File: src/rtl/led_seq_pkg.sv
package led_seq_pkg;

  typedef enum logic [2:0] {
    MD_OFF     = 3'd0,
    MD_DEFAULT = 3'd1,
    MD_MANUAL  = 3'd2,
    MD_LEARN   = 3'd3,
    MD_REPLAY  = 3'd4
  } lmode_e;

  function automatic logic is_mode(input logic [2:0] code, input lmode_e m);
    return code == 3'(m);
  endfunction

endpackage

File: src/rtl/led_seq_rec.sv
module led_seq_rec #(
  parameter int W     = 4,
  parameter int DEPTH = 16
) (
  input  logic                       clk,
  input  logic                       rst_n,
  input  logic                       learn_act,
  input  logic                       learn_entry,
  input  logic                       wr_stb,
  input  logic [W-1:0]               wr_pat,
  input  logic [$clog2(DEPTH)-1:0]   rd_idx,
  output logic [$clog2(DEPTH+1)-1:0] len,
  output logic [W-1:0]               rd_pat,
  output logic [W-1:0]               tail_pat
);
  localparam int PTR_W = $clog2(DEPTH);
  localparam int LEN_W = $clog2(DEPTH + 1);
  localparam logic [LEN_W-1:0] FULL = LEN_W'(DEPTH);

  logic [W-1:0]     mem [DEPTH];
  logic [LEN_W-1:0] len_q;
  logic [LEN_W-1:0] base;
  logic             store;

  function automatic logic [PTR_W-1:0] tail_idx(input logic [LEN_W-1:0] n);
    return PTR_W'(n - 1'b1);
  endfunction

  assign base  = learn_entry ? '0 : len_q;
  assign store = learn_act && wr_stb && (base < FULL);

  always_ff @(posedge clk) begin
    if (store) mem[PTR_W'(base)] <= wr_pat;
  end

  always_ff @(posedge clk or negedge rst_n) begin
    if (!rst_n)         len_q <= '0;
    else if (store)     len_q <= base + 1'b1;
    else if (learn_act) len_q <= base;
  end

  assign len      = len_q;
  assign rd_pat   = mem[rd_idx];
  assign tail_pat = (len_q == '0) ? '0 : mem[tail_idx(len_q)];

  AST_LEN_BOUND: assert property (@(posedge clk) disable iff (!rst_n)
    len_q <= FULL);
  AST_LEARN_CLEAR: assert property (@(posedge clk) disable iff (!rst_n)
    (learn_entry && !wr_stb) |=> (len_q == '0));
  AST_REC_GUARD: assert property (@(posedge clk) disable iff (!rst_n)
    !learn_act |=> $stable(len_q));
  AST_FULL_HOLD: assert property (@(posedge clk) disable iff (!rst_n)
    (learn_act && !learn_entry && len_q == FULL) |=> (len_q == FULL));
endmodule

File: src/rtl/led_seq_walk.sv
module led_seq_walk #(
  parameter int W = 4
) (
  input  logic         clk,
  input  logic         rst_n,
  input  logic         run,
  input  logic         tick,
  output logic [W-1:0] walk
);
  localparam int POS_W = (W > 1) ? $clog2(W) : 1;
  localparam logic [POS_W-1:0] TOP = POS_W'(W - 1);

  logic [POS_W-1:0] pos;
  logic             up;
  logic             step;

  assign step = run && tick;

  always_ff @(posedge clk or negedge rst_n) begin
    if (!rst_n) begin
      pos <= '0;
      up  <= 1'b1;
    end else if (!run) begin
      pos <= '0;
      up  <= 1'b1;
    end else if (step && W > 1) begin
      if (up) begin
        if (pos == TOP) begin
          pos <= pos - 1'b1;
          up  <= 1'b0;
        end else begin
          pos <= pos + 1'b1;
        end
      end else begin
        if (pos == '0) begin
          pos <= pos + 1'b1;
          up  <= 1'b1;
        end else begin
          pos <= pos - 1'b1;
        end
      end
    end
  end

  assign walk = W'(1) << pos;

  AST_WALK_ONEHOT: assert property (@(posedge clk) disable iff (!rst_n)
    $countones(walk) == 1);
  AST_WALK_HOLD: assert property (@(posedge clk) disable iff (!rst_n)
    (run && !tick) |=> $stable(pos));
  AST_WALK_RESTART: assert property (@(posedge clk) disable iff (!rst_n)
    !run |=> (pos == '0 && up));
endmodule

File: src/rtl/led_seq_play.sv
module led_seq_play #(
  parameter int DEPTH = 16
) (
  input  logic                       clk,
  input  logic                       rst_n,
  input  logic                       run,
  input  logic                       tick,
  input  logic [$clog2(DEPTH+1)-1:0] len,
  output logic [$clog2(DEPTH)-1:0]   rd_idx
);
  localparam int PTR_W = $clog2(DEPTH);
  localparam int LEN_W = $clog2(DEPTH + 1);

  logic [PTR_W-1:0] rp;

  function automatic logic [PTR_W-1:0] advance(input logic [PTR_W-1:0] cur,
                                               input logic [LEN_W-1:0] n);
    logic [LEN_W-1:0] nxt;
    nxt = LEN_W'(cur) + 1'b1;
    return (nxt >= n) ? '0 : PTR_W'(nxt);
  endfunction

  always_ff @(posedge clk or negedge rst_n) begin
    if (!rst_n)    rp <= '0;
    else if (!run) rp <= '0;
    else if (tick) rp <= advance(rp, len);
  end

  assign rd_idx = rp;

  AST_RP_BELOW_LEN: assert property (@(posedge clk) disable iff (!rst_n)
    run |-> (LEN_W'(rp) < len));
  AST_RP_START: assert property (@(posedge clk) disable iff (!rst_n)
    $rose(run) |-> (rp == '0));
  AST_RP_HOLD: assert property (@(posedge clk) disable iff (!rst_n)
    (run && !tick) |=> (!run || $stable(rp)));
endmodule

File: src/rtl/led_seq_top.sv
module led_seq_top #(
  parameter int NUM_LEDS = 4,
  parameter int DEPTH    = 16
) (
  input  logic                clk,
  input  logic                rst_n,
  input  logic                en,
  input  logic [2:0]          mode,
  input  logic                wr_stb,
  input  logic [NUM_LEDS-1:0] wr_pat,
  input  logic                tick,
  output logic [NUM_LEDS-1:0] leds
);
  import led_seq_pkg::*;

  localparam int PTR_W = $clog2(DEPTH);
  localparam int LEN_W = $clog2(DEPTH + 1);

  logic [2:0]          prev_mode;
  logic [NUM_LEDS-1:0] man_q;
  logic                in_learn, in_manual, in_replay, in_default;
  logic                learn_entry, walk_run, play_run, man_load;
  logic [LEN_W-1:0]    len;
  logic [PTR_W-1:0]    rd_idx;
  logic [NUM_LEDS-1:0] rd_pat, tail_pat, walk;
  logic [NUM_LEDS-1:0] shown;

  assign in_learn    = is_mode(mode, MD_LEARN);
  assign in_manual   = is_mode(mode, MD_MANUAL);
  assign in_replay   = is_mode(mode, MD_REPLAY);
  assign in_default  = is_mode(mode, MD_DEFAULT);
  assign learn_entry = in_learn && !is_mode(prev_mode, MD_LEARN);
  assign play_run    = in_replay && (len != '0);
  assign walk_run    = in_default || (in_replay && len == '0);
  assign man_load    = in_manual && wr_stb;

  always_ff @(posedge clk or negedge rst_n) begin
    if (!rst_n) begin
      prev_mode <= 3'(MD_OFF);
      man_q     <= '0;
    end else begin
      prev_mode <= mode;
      if (man_load) man_q <= wr_pat;
    end
  end

  led_seq_rec #(.W(NUM_LEDS), .DEPTH(DEPTH)) u_rec (
    .clk(clk), .rst_n(rst_n), .learn_act(in_learn), .learn_entry(learn_entry),
    .wr_stb(wr_stb), .wr_pat(wr_pat), .rd_idx(rd_idx), .len(len),
    .rd_pat(rd_pat), .tail_pat(tail_pat)
  );

  led_seq_walk #(.W(NUM_LEDS)) u_walk (
    .clk(clk), .rst_n(rst_n), .run(walk_run), .tick(tick), .walk(walk)
  );

  led_seq_play #(.DEPTH(DEPTH)) u_play (
    .clk(clk), .rst_n(rst_n), .run(play_run), .tick(tick), .len(len),
    .rd_idx(rd_idx)
  );

  always_comb begin
    shown = '0;
    if (walk_run)       shown = walk;
    else if (play_run)  shown = rd_pat;
    else if (in_manual) shown = man_q;
    else if (in_learn)  shown = tail_pat;
  end

  assign leds = en ? shown : '0;

  AST_MAN_GUARD: assert property (@(posedge clk) disable iff (!rst_n)
    !man_load |=> $stable(man_q));
  AST_MAN_LOAD: assert property (@(posedge clk) disable iff (!rst_n)
    man_load |=> (man_q == $past(wr_pat)));
  AST_MODE_EXCL: assert property (@(posedge clk) disable iff (!rst_n)
    $onehot0({walk_run, play_run, in_manual, in_learn}));
endmodule

File: config.mk
export PLATFORM = sky130hd
export DESIGN_NAME = led_seq_top
export DESIGN_NICKNAME = d
export VERILOG_FILES = /design/src/rtl/led_seq_pkg.sv /design/src/rtl/led_seq_rec.sv /design/src/rtl/led_seq_walk.sv /design/src/rtl/led_seq_play.sv /design/src/rtl/led_seq_top.sv
export SDC_FILE = /design/constraint.sdc
export NUM_CORES = 1
export LEC_CHECK = 0
export ABC_AREA = 1
export ABC_CLOCK_PERIOD_IN_PS = 1800
export BUFFER_PORTS_ARGS = -buffer_cell sky130_fd_sc_hd__buf_2
export CAP_MARGIN = 30
export CORE_AREA = 4 4 85 119
export CTS_CLUSTER_SIZE = 28
export DETAILED_ROUTE_END_ITERATION = 7
export DIE_AREA = 0 0 89 123
export PLACE_DENSITY = 0.72
export SLEW_MARGIN = 40
export SYNTH_ARGS = -nofsm -noshare
export SYNTH_HDL_FRONTEND = slang
export SYNTH_SLANG_ARGS = --single-unit
File: constraint.sdc
create_clock -name clk -period 1.8 [get_ports clk]
set_input_delay 0.09 -clock clk [delete_from_list [all_inputs] [get_ports clk]]
set_output_delay 0.09 -clock clk [all_outputs]
set_load 0.03 [all_outputs]
# Word-level counts from Yosys, hierarchy flattened
# Memory sizes are Yosys's and may differ from the RTL's.
# Index checks and enable logic that the tools add are counted.
# W data, S select, Z words.
[totals] elab_cells=60 latch_bits=0 mem_bits_ro=0 out_inout_bits=4 mem_count=1 mem_bits_rw=64 register_bits=19
[mem_list] name="u_rec.mem" words=16 width=4 rd=2 rd_clocked_by_memory_dff=0 write_ports=1 line_no="led_seq_rec.sv:20" rtl="logic [W-1:0] mem [DEPTH];"
[classes] n_lt_le_gt_ge=2 n_eq_ne=8 shifts=1 n_reduce_logical=13 add_sub_neg=5 div=0 bitwise_logic=0 n_mux=24 n_mul=0
[ops] op="$mux W4" n=9
[ops] op="$mux W5" n=3
[ops] op="$mux W2" n=5
[ops] op="$eq A3 B2 Y1 const B" n=3
[ops] op="$logic_and A1 B1 Y1" n=7
[ops] op="$mux W1" n=7
[ops] op="$add A4 B1 Y5 const B" n=1
[ops] op="$add A5 B1 Y5 const B" n=1
[ops] op="$ge A5 B5 Y1" n=1
[ops] op="$logic_not A5 Y1" n=1
[ops] op="$lt A5 B5 Y1 const B" n=1
[ops] op="$reduce_bool A5 Y1" n=1
[ops] op="$ne A2 B2 Y1 const B" n=2
[ops] op="$shl A1 B2 Y4 const A" n=1
[ops] op="$sub A4 B1 Y4 const B" n=1
[ops] op="$eq A3 B1 Y1 const B" n=1
[ops] op="$eq A3 B3 Y1 const B" n=1
[ops] op="$add A2 B1 Y2 const B" n=1
[ops] op="$eq A2 B2 Y1 const B" n=1
[ops] op="$logic_not A2 Y1" n=1
[ops] op="$reduce_bool A2 Y1" n=1
[ops] op="$sub A2 B1 Y2 const B" n=1
[ops] op="$logic_not A1 Y1" n=1
[ops] op="$logic_or A1 B1 Y1" n=1

# Depth between registers and ports, before layout
[logic_depth] depth_word=8 depth_mapped=14 ltp_nobuf=12

# Cells and area by module
# Synthesis repeated with hierarchy kept, for this count alone.
[unflattened] cells_unflattened=585 hier_area_um2=4744.6
[modules_own_cells] module="led_seq_rec" cells_each=413 n_inst=1 seq_area_each_um2=2047.0 area_each_um2=3668.5
[modules_own_cells] module="led_seq_top" cells_each=90 n_inst=1 seq_area_each_um2=175.2 area_each_um2=539.3
[modules_own_cells] module="led_seq_play" cells_each=58 n_inst=1 seq_area_each_um2=100.1 area_each_um2=369.1
[modules_own_cells] module="led_seq_walk" cells_each=24 n_inst=1 seq_area_each_um2=76.3 area_each_um2=167.7

# Least setup slack after synthesis
# Ideal clock, no wire load.
[synth_path] kind="reg-to-output" from="register u_rec.len_q[0] (netlist: u_rec.len[0])" to="output leds[2]" path_slack_ns=-0.337 path_stages_with_launch=15 arrival_ns=2.047 path_buffers=4 path_cell_list="dfrtp_1 -> buf_6 -> inv_4 -> buf_4 -> ha_1 -> buf_4 -> inv_2 -> buf_4 -> nand3_1 -> nand3_1 -> nand3_1 -> nand3_1 -> nand2_1 -> nor2_1 -> nor2_1"
[synth_via] elab_chain_cells=8
[synth_rtl] element="from (decl)" line_no="led_seq_rec.sv:21" rtl="logic [LEN_W-1:0] len_q;"
[synth_rtl] element="from (signal assigned)" line_no="led_seq_rec.sv:38" rtl="else if (store) len_q <= base + 1'b1;"
[synth_rtl] element="from (signal assigned)" line_no="led_seq_rec.sv:39" rtl="else if (learn_act) len_q <= base;"
[synth_rtl] element="$sub A4 B1 Y4" line_no="led_seq_rec.sv:26" rtl="return PTR_W'(n - 1'b1);"
[synth_rtl] element="$mem_v2 Z16 W4"
[synth_rtl] element="$mux W4" line_no="led_seq_rec.sv:44" rtl="assign tail_pat = (len_q == '0) ? '0 : mem[tail_idx(len_q)];"
[synth_rtl] element="$mux W4" line_no="led_seq_top.sv:67" rtl="else if (in_learn) shown = tail_pat;"
[synth_rtl] element="$mux W4" line_no="led_seq_top.sv:66" rtl="else if (in_manual) shown = man_q;"
[synth_rtl] element="$mux W4" line_no="led_seq_top.sv:65" rtl="else if (play_run) shown = rd_pat;"
[synth_rtl] element="$mux W4 (*)" line_no="led_seq_top.sv:64" rtl="if (walk_run) shown = walk;"
[synth_rtl] element="$mux W4 (*)" line_no="led_seq_top.sv:70" rtl="assign leds = en ? shown : '0;"
[synth_rtl] element="to (decl)" line_no="led_seq_top.sv:12" rtl="output logic [NUM_LEDS-1:0] leds"
# Every way passes the cells marked *; elsewhere a longest branch is shown, timed or not.

# Worst setup path after layout
[layout_path] from="register u_play.rp[2] (netlist: u_play.rd_idx[2])" to="output leds[0]"
[layout_via] elab_chain_cells=4
[layout_rtl] element="from (decl)" line_no="led_seq_play.sv:14" rtl="logic [PTR_W-1:0] rp;"
[layout_rtl] element="from (signal assigned)" line_no="led_seq_play.sv:26" rtl="else if (tick) rp <= advance(rp, len);"
[layout_rtl] element="$mem_v2 Z16 W4"
[layout_rtl] element="$mux W4" line_no="led_seq_top.sv:65"
[layout_rtl] element="$mux W4" line_no="led_seq_top.sv:64"
[layout_rtl] element="$mux W4" line_no="led_seq_top.sv:70"
# No other way between the ends.

==> metrics.cfg <==
[critical_path]
worstPathRequired_ns = 1.71
cpLargestDelayFamily = simple AND/OR/NAND/NOR gates
worst-path-buf-inv = 3
arrival_ns = 2.07
cpMaxStageDelayCell = dfrtp_2
worstSetupEndpointType = output port
cp_slowest_stage_delay_ns = 0.48
crit_top_cell = nand3_1
startpoint = u_play.rd_idx[2]
critical_path.max_fanout = 9
worstSetupPathType = reg2out
critPathLaunchType = flop
timing.rr.start = u_play.rd_idx[0]
worstPathCellList = buf_4 > inv_1 > nand3_1 > nand3_1 > nand3_1 > nand2_1 > nor2_2 > nor2_4 > buf_6

[routing]
ant_nets = 0
routed_wirelength_mm = 13.5
wl_per_cell_um = 19.4
dr.pass1.iters = 8
routed-via-count = 4110
viasPerCell = 5.91
drt_iter0_drc = 365
drc = 0

[layout]
antenna_cells = 0
num-fill-cells = 677
final_layout_size_suffix_gt1_frac = 0.306
multiInputGateArea_sq_mm = 0.00229
utilization = 0.651
design_area_sq_mm = 0.00585
area_growth_pct = 28.5
final_cells = 696
final_net_count = 608
seq_area_sq_mm = 0.00240

[timing]
tightest_slew_ns = 0.453
hold_violations = 0
setup_viol = 6
max_clock_freq_mhz = 463
slew_violations = 0
post-route-period-util = 1.20
relSlewSlack = 0.698
rsz0062_at_grt = yes
fin_ws_ns = -0.362
finClkSkew_ns = 0.00717
period_needed_ns = 2.16

[clocking]
cts.clk_slew.worst_paths_ns = 0.06
clock_path_buffers = 2
cts_sinks = 83
cts_buffers = 9
clk_latency_ns = 0.35
htree_levels = 3
cts_tree = built
cts-root-buf = clkbuf_16

[flow_run]
maxCapViolations = 0

[placement]
placed_cells = 667
routabilityCongestion = 0.980
post-dp-hpwl_mm = 9.14
place_area_sq_mm = 0.00504
io_buffers = 15

[global_route]
antenna_found_initial = 0
gr-total-overflow = 0
grt_pass1_vias = 3963
grt_pass1_wl_mm = 20.7
track_usage = 0.260
grt_max_degree = 31

[synth]
netlist_top_cells_area = edfxtp_1 (42%), nand2_1 (14%), nand3_1 (14%), dfrtp_1 (9.9%), ha_1 (3.3%)
async_flop_share = 0.229
synth_common_cells = nand2_1 (175), nand3_1 (126), edfxtp_1 (64)
synthesis.nets = 546
synthDistinctLibCells = 30
ys_warn_count = 0
synth_area_per_cell_sq_um = 8.72
ys_seq_area_frac = 0.527
yosysTopAreaCell = edfxtp_1
ys.flop_type = edfxtp_1
synth_top_area_share = 0.422
yosys_register_bits = 83
synth_edf_count = 64
synth_area_sq_mm = 0.00455
synthCells = 522
yosysMostFrequentCell = nand2_1

[power]
p_leak_nw = 2.48
ir_drop_uv = 698
p_per_area_mw_per_mm2 = 995
finalPower_mw = 5.82

[run_status]
status = complete, but fails checks
violations = setup timing

[die]
core.rowCount = 41
core_area_sq_mm = 0.00898
start_util = 0.507
dieHeight_um = 123
die_area_sq_mm = 0.0109
fp.dieW_um = 89
io_pins = 16

[hold_path]
hp-start = tick
hold_class = in2reg

-- metal layers --
metal / track usage / share of wire / vias up
met5: 0 / 0 / -
met4: 0.163 / 0.071 / 0
met3: 0.0533 / 0.063 / 86
met2: 0.431 / 0.50 / 229
met1: 0.303 / 0.37 / 1903
li1: - / - / 1892
-- stage by stage --
step | TNS [ns] | hold WS (ns) | setup WS, ns
final | -1.53 | 0.0616 | -0.362
after global routing | -3.78 | 0.0673 | -0.449
after CTS | -1.45 | 0.0502 | -0.368
after detailed placement | -0.739 | 0.0553 | -0.0950
after global placement | -0.167 | 0.0422 | -0.0514
after floorplan | -0.117 | -0.206 | -0.0341
-- state kept, by name (all words and copies together) (netlist names) --
name,cells
u_rec.len,5
u_walk.up,1
u_walk.pos,2
prev_mode,3
u_play.rd_idx,4
man_q,4
u_rec.mem,64
-- worst paths after layout --
kind | end | slack [ns] | cells after the start
worst max-delay path | leds[0] | -0.36 | 9
worst min-delay path | u_walk.pos[0] | 0.06 | 3
worst max register to register | u_play.rd_idx[1] | -0.09 | 9
worst min register to register | man_q[0] | 0.50 | 1
max in group asynchronous | u_play.rd_idx[2] | 1.23 | 2
min in group asynchronous | u_rec.len[3] | 0.23 | 2
-- logic make-up (layout without fill, tap and decap cells) --
logic type               after synthesis  count (layout)  share of synthesized area
AND/OR/NAND/NOR                      349             349                      0.342
adder cells (fa/ha/maj)               12              12                     0.0330
XOR/XNOR                               5               5                    0.00962
multiplexers                           4               4                    0.00990
flip-flops                            83              83                      0.527
AO/OA/AOI/OAI                         17              17                     0.0214
buffers and inverters                 52             119                     0.0572
-- area by class of cell --
| type | instances | share of cell area |
|---|---|---|
| clock buffer | 9 | 0.0385 |
| clock inverter | 7 | 0.00920 |
| inverter | 31 | 0.0237 |
| multi-input combinational | 387 | 0.392 |
| sequential | 83 | 0.410 |
| tap | 107 | 0.0229 |
| timing repair buffer | 71 | 0.102 |
| timing repair inverter | 1 | 0.00107 |
-- layout by cell type, fill, tap and decap left out, types with 9 or more instances in the layout --
master / count
nand2_1: 165
nand3_1: 90
edfxtp_1: 64
buf_4: 42
nand3_2: 36
inv_1: 21
nor2_1: 17
dfrtp_1: 17
buf_2: 11
nand2_2: 10
buf_6: 10
clkbuf_16: 9
-- worst register-to-register path, cell delays in order (launching register included) --
cell     delay (ns)
dfrtp_1        0.40
buf_6          0.13
ha_4           0.18
xor2_4         0.18
ha_4           0.25
a21oi_4        0.13
o21ai_2        0.06
nor2_2         0.18
nand3_2        0.14
o21ai_2        0.17
-- power breakdown --
group	total, mW	switching, mW	internal [mW]
Combinational	1.98	1.21	0.770
Clock	1.70	0.761	0.939
Sequential	2.14	0.0301	2.11
Total	5.82	2.00	3.82
-- repair_timing --
| item | in CTS | in global routing |
|---|---|---|
| hold buffers | 4 | 0 |
| buffers inserted | 5 | 3 |
| pin swaps | 37 | 19 |
| cloned | 1 | 0 |
| hold endpoints to repair | 21 | 0 |
| setup endpoints to repair | 32 | 61 |
| resized for setup | 57 | 38 |
(Power assumes the default switching activity.)
